<file path="src/rtl/bbd_pkg.sv">
`timescale 1ns/1ps
package bbd_pkg;
   // leg selection carried by the top bit of the truncated word
   typedef enum logic {
      LEG_BUCK  = 1'b0,
      LEG_BOOST = 1'b1
   } leg_mode_e;
endpackage

</file>
<file path="src/rtl/bbd_phase_gen.sv">
`timescale 1ns/1ps
module bbd_phase_gen #(
   parameter int CORE_W = 4,
   parameter int LEAD   = 2
) (
   input  logic              clk,
   input  logic              rst_n,
   output logic [CORE_W-1:0] cnt_q,
   output logic              wrap,
   output logic              strobe_q
);
   localparam int              STEPS  = 1 << CORE_W;
   localparam logic [CORE_W-1:0] LAST   = '1;
   localparam logic [CORE_W-1:0] STB_AT = CORE_W'(STEPS - LEAD);

   generate
      if (LEAD < 1 || LEAD >= STEPS) begin : g_bad_lead
         $error("bbd_phase_gen: LEAD must lie in 1..2^CORE_W-1");
      end
   endgenerate

   assign wrap = (cnt_q == LAST);

   always_ff @(posedge clk or negedge rst_n) begin
      if (!rst_n) begin
         cnt_q    <= '0;
         strobe_q <= 1'b0;
      end else begin
         cnt_q    <= cnt_q + 1'b1;
         strobe_q <= (cnt_q == STB_AT);
      end
   end
endmodule

</file>
<file path="src/rtl/bbd_sd_trunc.sv">
`timescale 1ns/1ps
module bbd_sd_trunc #(
   parameter int CMD_W = 11,
   parameter int OUT_W = 5,
   parameter int ORDER = 2
) (
   input  logic                    clk,
   input  logic                    rst_n,
   input  logic                    step,
   input  logic [CMD_W-1:0]        cmd,
   output logic [OUT_W-1:0]        word_q,
   output logic signed [CMD_W+3:0] err_q
);
   localparam int ACC_W = CMD_W + 4;
   localparam int SHIFT = CMD_W - OUT_W;
   localparam logic signed [ACC_W-1:0] E_MAX = ACC_W'((2 ** SHIFT) - 1);
   localparam logic signed [ACC_W-1:0] E_MIN = -ACC_W'(2 ** SHIFT);
   localparam logic signed [ACC_W-1:0] Y_MAX = ACC_W'((2 ** OUT_W) - 1);

   generate
      if (SHIFT < 1) begin : g_bad_width
         $error("bbd_sd_trunc: CMD_W must exceed OUT_W");
      end
   endgenerate

   logic signed [ACC_W-1:0] x_ext, fb, v, e_raw, e_new;
   logic [OUT_W-1:0]        y;

   assign x_ext = signed'(ACC_W'(cmd));

   generate
      if (ORDER == 2) begin : g_o2
         logic signed [ACC_W-1:0] e2_q;
         always_ff @(posedge clk or negedge rst_n) begin
            if (!rst_n)     e2_q <= '0;
            else if (step)  e2_q <= err_q;
         end
         assign fb = (err_q <<< 1) - e2_q;
      end else if (ORDER == 1) begin : g_o1
         assign fb = err_q;
      end else begin : g_bad_order
         $error("bbd_sd_trunc: ORDER must be 1 or 2");
         assign fb = '0;
      end
   endgenerate

   assign v = x_ext + fb;

   always_comb begin
      if (v < 0)                     y = '0;
      else if ((v >>> SHIFT) > Y_MAX) y = '1;
      else                           y = OUT_W'(v >>> SHIFT);
      e_raw = v - signed'(ACC_W'(y) << SHIFT);
      if (e_raw > E_MAX)      e_new = E_MAX;
      else if (e_raw < E_MIN) e_new = E_MIN;
      else                    e_new = e_raw;
   end

   always_ff @(posedge clk or negedge rst_n) begin
      if (!rst_n) begin
         word_q <= '0;
         err_q  <= '0;
      end else if (step) begin
         word_q <= y;
         err_q  <= e_new;
      end
   end
endmodule

</file>
<file path="src/rtl/bbd_pwm_legs.sv">
`timescale 1ns/1ps
module bbd_pwm_legs #(
   parameter int CORE_W = 4
) (
   input  logic              clk,
   input  logic              rst_n,
   input  logic [CORE_W-1:0] cnt,
   input  logic [CORE_W:0]   word,
   output logic              buck_q,
   output logic              boost_q
);
   import bbd_pkg::*;

   leg_mode_e mode;
   logic      on;

   assign mode = leg_mode_e'(word[CORE_W]);
   assign on   = (cnt < word[CORE_W-1:0]);

   always_ff @(posedge clk or negedge rst_n) begin
      if (!rst_n) begin
         buck_q  <= 1'b0;
         boost_q <= 1'b0;
      end else begin
         buck_q  <= (mode == LEG_BOOST) ? 1'b1 : on;
         boost_q <= (mode == LEG_BOOST) ? on   : 1'b0;
      end
   end
endmodule

</file>
<file path="src/rtl/bbd_dither_pwm.sv">
`timescale 1ns/1ps
module bbd_dither_pwm #(
   parameter int CMD_W    = 11,
   parameter int CORE_W   = 4,
   parameter int ADC_LEAD = 2,
   parameter int SD_ORDER = 2
) (
   input  logic             clk,
   input  logic             rst_n,
   input  logic [CMD_W-1:0] duty_cmd,
   output logic             buck_pwm,
   output logic             boost_pwm,
   output logic             adc_strobe
);
   localparam int OUT_W = CORE_W + 1;
   localparam int ACC_W = CMD_W + 4;

   generate
      if (CORE_W < 1 || CMD_W <= OUT_W) begin : g_bad_cfg
         $error("bbd_dither_pwm: need CORE_W >= 1 and CMD_W > CORE_W+1");
      end
   endgenerate

   logic [CORE_W-1:0]       cnt_q;
   logic                    wrap;
   logic [OUT_W-1:0]        word_q;
   logic signed [ACC_W-1:0] err_q;

   bbd_phase_gen #(.CORE_W(CORE_W), .LEAD(ADC_LEAD)) u_phase (
      .clk(clk), .rst_n(rst_n), .cnt_q(cnt_q), .wrap(wrap), .strobe_q(adc_strobe)
   );

   bbd_sd_trunc #(.CMD_W(CMD_W), .OUT_W(OUT_W), .ORDER(SD_ORDER)) u_sd (
      .clk(clk), .rst_n(rst_n), .step(wrap), .cmd(duty_cmd),
      .word_q(word_q), .err_q(err_q)
   );

   bbd_pwm_legs #(.CORE_W(CORE_W)) u_legs (
      .clk(clk), .rst_n(rst_n), .cnt(cnt_q), .word(word_q),
      .buck_q(buck_pwm), .boost_q(boost_pwm)
   );
endmodule

</file>
<file path="config.mk">
export PLATFORM = sky130hd
export DESIGN_NAME = bbd_dither_pwm
export DESIGN_NICKNAME = d
export VERILOG_FILES = /design/src/rtl/bbd_pkg.sv /design/src/rtl/bbd_phase_gen.sv /design/src/rtl/bbd_sd_trunc.sv /design/src/rtl/bbd_pwm_legs.sv /design/src/rtl/bbd_dither_pwm.sv
export SDC_FILE = /design/constraint.sdc
export NUM_CORES = 1
export LEC_CHECK = 0
export BUFFER_PORTS_ARGS = -buffer_cell sky130_fd_sc_hd__buf_2
export CAP_MARGIN = 5
export CORE_MARGIN = 3
export CORE_UTILIZATION = 62
export CTS_CLUSTER_DIAMETER = 50
export DETAILED_ROUTE_END_ITERATION = 16
export GPL_TIMING_DRIVEN = 0
export MAX_ROUTING_LAYER = met4
export PLACE_DENSITY_LB_ADDON = 0.12
export RECOVER_POWER = 100
export SLEW_MARGIN = 5
export SYNTH_ARGS = -nofsm -noshare
export SYNTH_HDL_FRONTEND = slang
export SYNTH_SLANG_ARGS = --single-unit
</file>
<file path="constraint.sdc">
create_clock -name clk -period 7.8 [get_ports clk]
set_clock_uncertainty 0.05 [all_clocks]
set_input_delay 1.17 -clock clk [delete_from_list [all_inputs] [get_ports clk]]
set_output_delay 1.17 -clock clk [all_outputs]
set_load 0.01 [all_outputs]
</file>
# Yosys cells after proc, flatten, opt, wreduce, memory -nomap -nowiden
# Cells that the tools add are included.
# op_classes
magnitude_cmp	5
eq_ne	2
addsub	4
n_mux	6
# ops
cell	n
$mux 15	2
$add 12x15->15	1
$gt 15x7->1 const B	1
$lt 15x1->1 const B	1
$lt 15x7->1 const B	1
$sub 15x12->15	1
$sub 15x15->15	1
$mux 5	2
$gt 9x6->1 const B	1
$eq 4x4->1 const B	2
$add 4x1->4 const B	1
$lt 4x4->1	1
$mux 1	2
# totals
reg_bits	42
out_inout_bits	3
input_bits	13
word_cells	24

# Depth between registers and ports, before layout
# Gate-level depths: netlist of run 1.
# depth
word_depth	9
depth_mapped	25
ltp_nobuf	22

# Hierarchy
# From an unflattened synthesis of run 1, not the netlist that was laid out.
# hier_totals
cells_unflattened	377
hier_area_um2	3390.8
# modules_own_cells
mod	area_per_inst_um2	seq_area_each_um2	instances	cells_per_inst
bbd_sd_trunc	3041.7	875.8	1	349
bbd_phase_gen	195.2	125.1	1	14
bbd_pwm_legs	153.9	50.0	1	14

# Worst setup path after synthesis of run 1
# OpenSTA, ideal clock, no wires.
# synth_timing
path_type	input to register
startpoint	in duty_cmd[1]
endpoint	reg u_sd.err_q[2]
setup_slack_ns	1.261
cell_stages	25
arrival_ns	6.358
setup_ns	0.132
path_cell_list	inv_1 -> fa_1 -> inv_1 -> ha_1 -> fa_1 -> a211oi_2 -> nor3b_2 -> or4_4 -> and3_4 -> or3_4 -> buf_2 -> inv_1 -> a21oi_1 -> ha_1 -> clkbuf_1 -> inv_1 -> ha_1 -> clkbuf_1 -> inv_1 -> or3_1 -> a31o_2 -> a22oi_1 -> a41oi_1 -> a21oi_1 -> o22ai_1
# synth_via
elab_chain_len	8
elab_cells_between_ends	10
cone_classes	2 x add/sub; 4 x order compare; 4 x mux
# synth_rtl
element	line	rtl
from (decl)	bbd_dither_pwm.sv:10	input logic [CMD_W-1:0] duty_cmd,
$add 12x15->15 *	bbd_sd_trunc.sv:47	assign v = x_ext + fb;
$gt 9x6->1	bbd_sd_trunc.sv:51	else if ((v >>> SHIFT) > Y_MAX) y = '1;
$mux 5	bbd_sd_trunc.sv:51	
$mux 5 *	bbd_sd_trunc.sv:50	if (v < 0) y = '0;
net u_sd.y[0]	bbd_sd_trunc.sv:27	logic [OUT_W-1:0] y;
$sub 15x12->15 *	bbd_sd_trunc.sv:53	e_raw = v - signed'(ACC_W'(y) << SHIFT);
$lt 15x7->1	bbd_sd_trunc.sv:55	else if (e_raw < E_MIN) e_new = E_MIN;
$mux 15	bbd_sd_trunc.sv:55	
$mux 15 *	bbd_sd_trunc.sv:54	if (e_raw > E_MAX) e_new = E_MAX;
to (signal assigned)	bbd_sd_trunc.sv:65	err_q <= e_new;
to (decl)	bbd_sd_trunc.sv:12	output logic signed [CMD_W+3:0] err_q
# The timed path passes the listed nets; every way through them passes the cells marked *.
# A chain may end at the register's enable or synchronous reset.

# Final worst setup path of run 1
# Same ends and word-level chain as after synthesis.

==> summary.txt, run 1 <==
Run status
  – Status: complete, but fails checks
  – Failing checks: max-capacitance violations, max-slew violations

Yosys
  – Leading post-synthesis cells by cell area: dfrtp_1 (32%), ha_1 (9.1%), fa_1 (6.7%)
  – Syn nets: 433
  – Cells after Synth: 385
  – Top_reg_cell synth: dfrtp_1
  – Synth Cell Area: 3307 um2
  – EDFF count, synth: 0
  – Count of cell types in the netlist: 61
  – Commonest cells post-synth: inv_1 (48), nand2_1 (48), dfrtp_1 (42), ha_1 (24), o21ai_0 (23)
  – Leading area contributor after synthesis: dfrtp_1
  – Seq/Total Area, Yosys: 31.78%
  – Post-synth ARST share: 100.0%
  – Avg Cell Area, Syn: 8.589 um2
  – Synthesis-stage register bit count: 42
  – Synth top area share: 31.78%
  – Synth warnings: 0

Clocking
  – Post-CTS setup buffer count: 0
  – H-tree levels: 2
  – Post-CTS Resized: 0
  – Hold Buf Count CTS: 0
  – Skew-Pair Late Insertion Delay: 0.30 ns
  – Cts bufs inserted: 5
  – CTS root buf: clkbuf_8
  – CTS sink cnt: 42
  – CTS Buffer Depth: 2
  – CTS tree: done
  – Clk pin slew, worst setup/hold paths: 0.08 ns

STA
  – Worst-Margin Slew: 2.288 ns
  – Tcrit/Tclk final: 92.87%
  – Setup TNS: 0 ns
  – Fmax achieved: 138.0 MHz
  – Max_slew headroom: -52.55%
  – Final Hold Viols: 0
  – Final Setup Violations: 0
  – Max-slew violations: 43
  – Worst hold slack: 0.4204 ns
  – Min Tclk post-route: 7.244 ns
  – RSZ-0062 raised after global routing: no

Die
  – Chip Height: 79.03 um
  – Initial Util: 66.91%
  – Row count: 25
  – Core area: 4942 um2
  – Die Width: 79.03 um
  – Ports: 16
  – Die ar.: 6246 um2

Routing
  – Uppermost routed layer: met4
  – Routed met3 length: 408 um
  – Vias per cell: 6.015
  – Pre-antenna DRT Iters: 4
  – DR WL/cell: 14.91 um
  – DRC Markers: 0
  – Met2 WL: 3454 um
  – Drt total wl: 7083 um
  – Post-DRT Antenna Nets: 0
  – Routed vias: 2857
  – Initial drt markers: 193
  – DRT met1 WL: 3056 um

Global routing
  – First-pass GRT wire length: 12230 um
  – Gr ovfl total: 0
  – GR Util All Layers: 24.92%
  – Pin count of the biggest net entering global routing: 43
  – Vias in the first global route: 2742
  – Initial antenna violation count: 0

Hold path
  – Worst Hold Class: reg -> reg

Finish
  – Ant diodes: 0
  – Syn-to-layout area delta: 7.227%
  – Layout net count: 455
  – Proportion of layout cells with a drive suffix above 1: 8.578%

Place
  – # port buffers: 15
  – RD Place Congestion: 0.9000
  – HPWL after detailed placement: 5411 um

Setup path
  – Crit-path max FO: 10
  – Crit Path Class: in -> reg
  – Critical Path AT: 7.36 ns
  – CP Capture Type: register
  – Critical path required time: 7.92 ns
  – Startpoint types: input port

Job
  – Max-Cap Viols: 1
stage by stage:
| stage | cells | setup WS, ns | cell area, um2 | util [%] |
|---|---|---|---|---|
| 6_report | 475 | 0.5562 | 3546 | 71.75 |
| 5_1_grt | 475 | 0.1875 | 3546 | 71.75 |
| 4_1_cts | 475 | 0.7890 | 3557 | 71.97 |
| 3_5_place_dp | 467 | 0.4878 | 3466 | 70.13 |
| 3_3_place_gp | 467 | 0.5599 | 3466 | 70.13 |
| 2_1_floorplan | 385 | 1.261 | 3307 | - |
final timing paths:
| check | slack, ns | startpoint | end | cells after the start |
|---|---|---|---|---|
| min in group asynchronous | 1.50 | rst_n | u_sd.err_q[0] | 1 |
| setup / recovery | 0.56 | duty_cmd[1] | u_sd.err_q[2] | 26 |
| hold / removal | 0.42 | u_sd.err_q[14] | u_sd.g_o2.e2_q[14] | 2 |
| max in group asynchronous | 4.90 | rst_n | u_sd.g_o2.e2_q[13] | 1 |
| hold reg to reg | 0.42 | u_sd.err_q[14] | u_sd.g_o2.e2_q[14] | 2 |
| setup reg to reg | 1.17 | u_sd.err_q[0] | u_sd.err_q[2] | 25 |
state kept, by name (all words and copies together), names as in the netlist:
register          count
u_sd.err_q           15
u_sd.g_o2.e2_q       15
u_sd.word_q           5
u_phase.cnt_q         4
u_legs.boost_q        1
u_legs.buck_q         1
u_phase.strobe_q      1
layout make-up:
type	instances	area, um2
Clock buffer	7	86.33
Multi-Input combinational cell	277	1991
Inverter	48	180.2
Sequential cell	42	1051
Timing Repair Buffer	15	70.07
Buffer	18	78.83
Fill cell	417	1396
Tap cell	67	83.83
Clock inverter	1	5.005
layout by cell type, fill, tap and decap left out, types with 4 or more instances in the layout:
| cell | n |
|---|---|
| nor3_1 | 4 |
| buf_2 | 14 |
| or3_1 | 8 |
| nor2b_1 | 4 |
| a21oi_1 | 16 |
| a21o_1 | 10 |
| ha_1 | 24 |
| nor2_1 | 20 |
| and2_1 | 4 |
| fa_1 | 11 |
| nand3_1 | 9 |
| xnor2_1 | 6 |
| nand2_1 | 48 |
| clkbuf_1 | 19 |
| o22ai_1 | 7 |
| clkbuf_8 | 6 |
| o21ai_0 | 23 |
| inv_1 | 48 |
| o211ai_1 | 7 |
| a211oi_1 | 7 |
| dfrtp_1 | 42 |
| o31ai_1 | 5 |
metal layers:
layer | up-vias | GRT usage, %
met5 | - | -
met4 | 0 | 7.388
met2 | 96 | 42.51
li1 | 1390 | -
met3 | 17 | 4.649
met1 | 1354 | 30.18
logic make-up (layout without fill, tap and decap cells):
logic type               count (synthesis)  after routing  synth area share (%)
AND/OR/NAND/NOR                        122            122                 18.65
AO/OA/AOI/OAI                          107            107                 22.25
buffers and inverters                   66             89                 7.870
flip-flops                              42             42                 31.78
adder cells (fa/ha/maj)                 35             35                 15.74
XOR/XNOR                                 8              8                 2.119
multiplexers                             5              5                 1.589
critical path, stage by stage:
cell and delay (ns):
buf_2 0.07, inv_1 0.04, fa_1 0.52, inv_1 0.04, ha_1 0.25, fa_1 0.46, a211oi_2 0.35, nor3b_2 0.14
or4_4 0.53, and3_4 0.17, or3_1 0.41, clkbuf_1 0.25, inv_1 0.13, a21oi_1 0.09, ha_1 0.20, clkbuf_1 0.19
inv_1 0.12, ha_1 0.17, clkbuf_1 0.35, inv_1 0.16, or3_1 0.39, a31o_2 0.24, a22oi_1 0.19, a41oi_1 0.36
a21oi_1 0.27, o22ai_1 0.08
Power of run 1 is not shown: default switching activity piles up to over one toggle a cycle in this logic, so the estimate is an artifact.
==> run 2, diff against run 1 <==
- CORE_MARGIN: 3 -> 2
- SKIP_CTS_REPAIR_TIMING: unset -> 1
==> run 2 against run 1 <==
  * Die area decreased by 5.0%
  * Critical path depth did not move
  * Maximum frequency is 1.5% higher
  * Global-route usage grew 0.86 points
  * Largest cell class unchanged
  * The flow still finishes with violations (max-capacitance violations, max-slew violations)
  * First-iteration DRC count down 19%
  * Critical path type unchanged
  * Highest routed layer unchanged
==> summary.txt, run 2 (synthesis results as in run 1) <==
STA
  – Worst-Margin Slew: 2.234 ns (was 2.288 ns)
  – Setup TNS: 0 ns (unchanged)
  – RSZ-0062 raised after global routing: no (unchanged)
  – Tcrit/Tclk final: 91.47% (was 92.87%)
  – Fmax achieved: 140.2 MHz (was 138.0 MHz)
  – Max-slew violations: 43 (unchanged)
  – Min Tclk post-route: 7.135 ns (was 7.244 ns)
  – Final Setup Violations: 0 (unchanged)
  – Final Hold Viols: 0 (unchanged)
  – Max_slew headroom: -48.94% (was -52.55%)

Global routing
  – Vias in the first global route: 2775 (was 2742)
  – Gr ovfl total: 0 (unchanged)
  – GR Util All Layers: 25.78% (was 24.92%)
  – First-pass GRT wire length: 12230 um (unchanged)
  – Pin count of the biggest net entering global routing: 43 (unchanged)
  – Initial antenna violation count: 0 (unchanged)

Routing
  – Pre-antenna DRT Iters: 4 (unchanged)
  – Drt total wl: 6926 um (was 7083 um)
  – DRC Markers: 0 (unchanged)
  – Post-DRT Antenna Nets: 0 (unchanged)
  – Initial drt markers: 157 (was 193)
  – DR WL/cell: 14.49 um (was 14.91 um)
  – Routed vias: 2796 (was 2857)
  – Vias per cell: 5.849 (was 6.015)

Clocking
  – CTS root buf: clkbuf_8 (unchanged)
  – CTS tree: done (unchanged)
  – Cts bufs inserted: 5 (unchanged)
  – CTS sink cnt: 42 (unchanged)
  – Skew-Pair Late Insertion Delay: 0.30 ns (about the same)
  – CTS Buffer Depth: 2 (unchanged)
  – H-tree levels: 2 (unchanged)
  – Clk pin slew, worst setup/hold paths: 0.09 ns (was 0.08 ns)

Setup path
  – Crit-path max FO: 10 (unchanged)
  – Crit Path Class: in -> reg (unchanged)
  – Critical Path AT: 7.26 ns (was 7.36 ns)
  – CP Capture Type: register (unchanged)
  – Startpoint types: input port (unchanged)
  – Critical path required time: 7.93 ns (was 7.92 ns)

Finish
  – Non-filler cells, final: 478 (was 475)
  – Ant diodes: 0 (unchanged)
  – Post-route cell area: 3550 um2 (was 3546 um2)
  – Proportion of layout cells with a drive suffix above 1: 8.824% (was 8.578%)
  – Layout net count: 455 (unchanged)
  – Filler Cells Inserted: 447 (was 417)
  – Leading cell types in the layout, fill and taps excluded: inv_1 (48), nand2_1 (48), dfrtp_1 (42) (unchanged)
  – Final Util: 69.06% (was 71.75%)
  – Syn-to-layout area delta: 7.340% (was 7.227%)
  – Biggest registers after layout: u_sd.err_q: 15 flops, u_sd.g_o2.e2_q: 15 flops, u_sd.word_q: 5 flops (unchanged)

Die
  – Row count: 26 (was 25)
  – Die ar.: 5934 um2 (was 6246 um2)
  – Ports: 16 (unchanged)
  – Core area: 5140 um2 (was 4942 um2)
  – Initial Util: 64.34% (was 66.91%)
  – Die Width: 77.03 um (was 79.03 um)
  – Chip Height: 77.03 um (was 79.03 um)

Run status
  – Status: complete, but fails checks (unchanged)
  – Failing checks: max-capacitance violations, max-slew violations (unchanged)

Place
  – # port buffers: 15 (unchanged)
  – Placed insts: 470 (was 467)
  – Placed Area: 3470 um2 (was 3466 um2)
  – RD Place Congestion: 0.9080 (was 0.9000)
  – HPWL after detailed placement: 5275 um (was 5411 um)

Job
  – Max-Cap Viols: 1 (unchanged)

Hold path
  – Worst Hold Class: reg -> reg (unchanged)
run 2: worst paths after layout:
path                                start                 end  slack (ns)  depth (start not counted)
max in group asynchronous           rst_n  u_sd.g_o2.e2_q[10]        4.95                          1
min reg2reg                u_sd.err_q[14]  u_sd.g_o2.e2_q[14]        0.42                          2
min in group asynchronous           rst_n   u_sd.g_o2.e2_q[0]        1.47                          1
max reg2reg                 u_sd.err_q[0]       u_sd.err_q[2]        1.28                         25
max                           duty_cmd[1]       u_sd.err_q[2]        0.67                         26
min                        u_sd.err_q[14]  u_sd.g_o2.e2_q[14]        0.42                          2
run 2: area by class of cell:
type	instances	area (um2)	area share, %
multi-input combinational	277	1986	55.94
sequential	42	1051	29.61
inverter	48	180.2	5.076
tap	70	87.58	2.467
clock buffer	6	82.58	2.326
buffer	18	80.08	2.256
timing repair buffer	15	70.07	1.974
clock inverter	2	12.51	0.3525
run 2: per-layer routing:
layer	part of all wire (%)	vias to the layer above	track usage, %
li1	-	1397	-
met1	44	1332	31.35
met2	50	54	45.09
met3	3.9	13	3.412
met4	2.0	0	7.321
met5	0	-	-
run 2: stage by stage:
step	setup WS, ns	hold slack, ns
after floorplan	1.261	0.3886
after global routing	0.3077	0.4589
final	0.6653	0.4230
after CTS	0.7797	0.4230
after global placement	0.5540	0.4002
after detailed placement	0.4924	0.4045
run 2: worst max-delay path, stage by stage:
cell and delay, ns:
buf_2 0.07, inv_1 0.05, fa_1 0.53, inv_1 0.04
ha_1 0.25, fa_1 0.45, a211oi_2 0.35, nor3b_1 0.17
or4_4 0.54, and3_4 0.17, or3_1 0.39, buf_2 0.21
inv_1 0.09, a21oi_1 0.08, ha_1 0.20, clkbuf_1 0.19
inv_1 0.11, ha_1 0.16, clkbuf_1 0.33, inv_1 0.15
or3_1 0.39, a31o_2 0.25, a22oi_1 0.18, a41oi_1 0.36
a21oi_1 0.26, o22ai_1 0.09
Power of run 2 is left out for the same reason.
==> run 3, diff against run 2 <==
- CORE_UTILIZATION: 62 -> 45
- SETUP_SLACK_MARGIN: unset -> 0.2
- clock period: 7.8 -> 6.9 ns (I/O delays scaled with it)
==> run 3 against run 2 <==
  * The flow still finishes with violations (max-capacitance violations, max-slew violations)
  * Wire length is 7.8% higher
  * Register-to-register slack worse by 0.39 ns
  * Worst hold slack about the same
  * Via count up 1.6%
  * Critical path depth stayed put
  * Final cell count rose by 6.3%
  * Global-route usage is 6.0 points lower
  * Highest routed layer unchanged
  * Non-clock buffer count up 1
  * Setup slack got worse by 0.25 ns
==> summary.txt, run 3 (synthesis results as in run 1) <==
Die
  – Die ar.: 8051 um2 (was 5934 um2)
  – Row count: 31 (was 26)
  – Ports: 16 (unchanged)
  – Die Width: 89.73 um (was 77.03 um)
  – Initial Util: 46.09% (was 64.34%)
  – Chip Height: 89.73 um (was 77.03 um)
  – Core area: 7176 um2 (was 5140 um2)

Hold path
  – WHS Path Cells: 2 (unchanged)
  – Min-delay src: u_sd.err_q[14] (unchanged)
  – Worst hold path endpoint: u_sd.g_o2.e2_q[14] (unchanged)
  – Worst Hold Class: reg -> reg (unchanged)

Setup path
  – Max stage delay on crit path: 0.53 ns (was 0.54 ns)
  – Worst r2r src: u_sd.g_o2.e2_q[1] (was u_sd.err_q[0])
  – Top delay family on crit path: simple AND/OR/NAND/NOR gates (unchanged)
  – Crit Path Class: in -> reg (unchanged)
  – Buffers & Inverters on Critical Path: 9 (unchanged)
  – Crit path top cell by count: inv_1 (unchanged)
  – Crit-path max FO: 10 (unchanged)
  – Worst reg2reg path depth: 24 (was 25)
  – Worst reg-to-reg setup slack: 0.89 ns (was 1.28 ns)
  – Critical Path AT: 6.61 ns (was 7.26 ns)
  – CP Capture Type: register (unchanged)
  – CP max-delay cell: or4_4 (unchanged)
  – Startpoint types: input port (unchanged)
  – Worst r2r dst: u_sd.err_q[2] (unchanged)
  – Critical path required time: 7.02 ns (was 7.93 ns)

Finish
  – Proportion of layout cells with a drive suffix above 1: 11.74% (was 8.824%)
  – Leading cell types in the layout, fill and taps excluded: inv_1 (48), nand2_1 (48), dfrtp_1 (42) (unchanged)
  – Biggest registers after layout: u_sd.err_q: 15 flops, u_sd.g_o2.e2_q: 15 flops, u_sd.word_q: 5 flops (unchanged)
  – Final Util: 51.35% (was 69.06%)
  – Post-route cell area: 3685 um2 (was 3550 um2)
  – Ant diodes: 0 (unchanged)
  – Filler Cells Inserted: 711 (was 447)
  – Layout net count: 456 (was 455)
  – Syn-to-layout area delta: 11.43% (was 7.340%)

STA
  – Final setup margin: 0.4118 ns (was 0.6653 ns)
  – Max-slew violations: 43 (unchanged)
  – Final Hold Viols: 0 (unchanged)
  – Min Tclk post-route: 6.488 ns
  – Setup TNS: 0 ns (unchanged)
  – Fmax achieved: 154.1 MHz
  – Tcrit/Tclk final: 94.03%
  – RSZ-0062 raised after global routing: no (unchanged)
  – Worst-Margin Slew: 2.287 ns (was 2.234 ns)
  – Max_slew headroom: -52.49% (was -48.94%)
  – Final Setup Violations: 0 (unchanged)

Job
  – Max-Cap Viols: 1 (unchanged)

Global routing
  – Gr ovfl total: 0 (unchanged)
  – Pin count of the biggest net entering global routing: 43 (unchanged)
  – Vias in the first global route: 2774 (was 2775)
  – First-pass GRT wire length: 12920 um (was 12230 um)
  – Initial antenna violation count: 0 (unchanged)
  – GR Util All Layers: 19.74% (was 25.78%)

Place
  – HPWL after detailed placement: 5503 um (was 5275 um)
  – Placed Area: 3506 um2 (was 3470 um2)
  – Pre-CTS WS: -0.3570 ns (was 0.4924 ns)
  – # port buffers: 15 (unchanged)
  – RD Place Congestion: 0.8970 (was 0.9080)

Clocking
  – CTS Buffer Depth: 2 (unchanged)
  – CTS sink cnt: 42 (unchanged)
  – Clk pin slew, worst setup/hold paths: 0.09 ns (about the same)
  – CTS root buf: clkbuf_8 (unchanged)
  – Cts bufs inserted: 5 (unchanged)
  – CTS tree: done (unchanged)
  – Skew-Pair Late Insertion Delay: 0.31 ns (was 0.30 ns)
  – H-tree levels: 2 (unchanged)

Routing
  – Vias per cell: 5.594 (was 5.849)
  – Routed vias: 2842 (was 2796)
  – Pre-antenna DRT Iters: 4 (unchanged)
  – Drt total wl: 7469 um (was 6926 um)
  – DR WL/cell: 14.70 um (was 14.49 um)
  – Post-DRT Antenna Nets: 0 (unchanged)
  – Initial drt markers: 194 (was 157)
  – DRC Markers: 0 (unchanged)

Run status
  – Failing checks: max-capacitance violations, max-slew violations (unchanged)
  – Status: complete, but fails checks (unchanged)
run 3: final cells by class:
class                   instances  area (um2)  share of cell area (%)
flip-flops and latches         42        1051                   28.52
clock inverters                 3       40.04                   1.087
well taps                      99       123.9                   3.362
clock buffers                   5       68.82                   1.868
repair buffers                 16       77.57                   2.105
plain buffers                  18       86.33                   2.343
inverters                      48       180.2                   4.890
multi-input cells             277        2057                   55.82
run 3: worst max-delay path by stage:
stage                           start       endpoint  slack, ns  cells after the start
after floorplan           duty_cmd[1]  u_sd.err_q[2]       0.50                     25
after global placement    duty_cmd[1]  u_sd.err_q[2]      -0.36                     26
after detailed placement  duty_cmd[1]  u_sd.err_q[2]      -0.36                     26
after CTS                 duty_cmd[1]  u_sd.err_q[2]      -0.04                     26
after global routing      duty_cmd[7]  u_sd.err_q[0]       0.11                     25
final                     duty_cmd[1]  u_sd.err_q[2]       0.41                     26
run 3: per-layer routing:
layer  wire [um]  track usage (%)  vias up
met5           0                -        -
met4         110            5.897        0
met3         213            2.515       13
met2        3618            32.20       48
met1        3526            26.01     1376
li1            -                -     1405
run 3: tightest hold or removal path, delay by kind of cell, from the launching register on:
kind | cells | cell delay, ns
DFF | 1 | 0.35
and+or+nand+nor | 2 | 0.10
run 3: per-stage QoR:
stage,std cells,hold WS [ns]
floorplan,385,0.3886
global placement,499,0.4008
detailed placement,499,0.4041
CTS,507,0.4246
global route,508,0.4327
finish,508,0.4226
Power of run 3 is left out for the same reason.
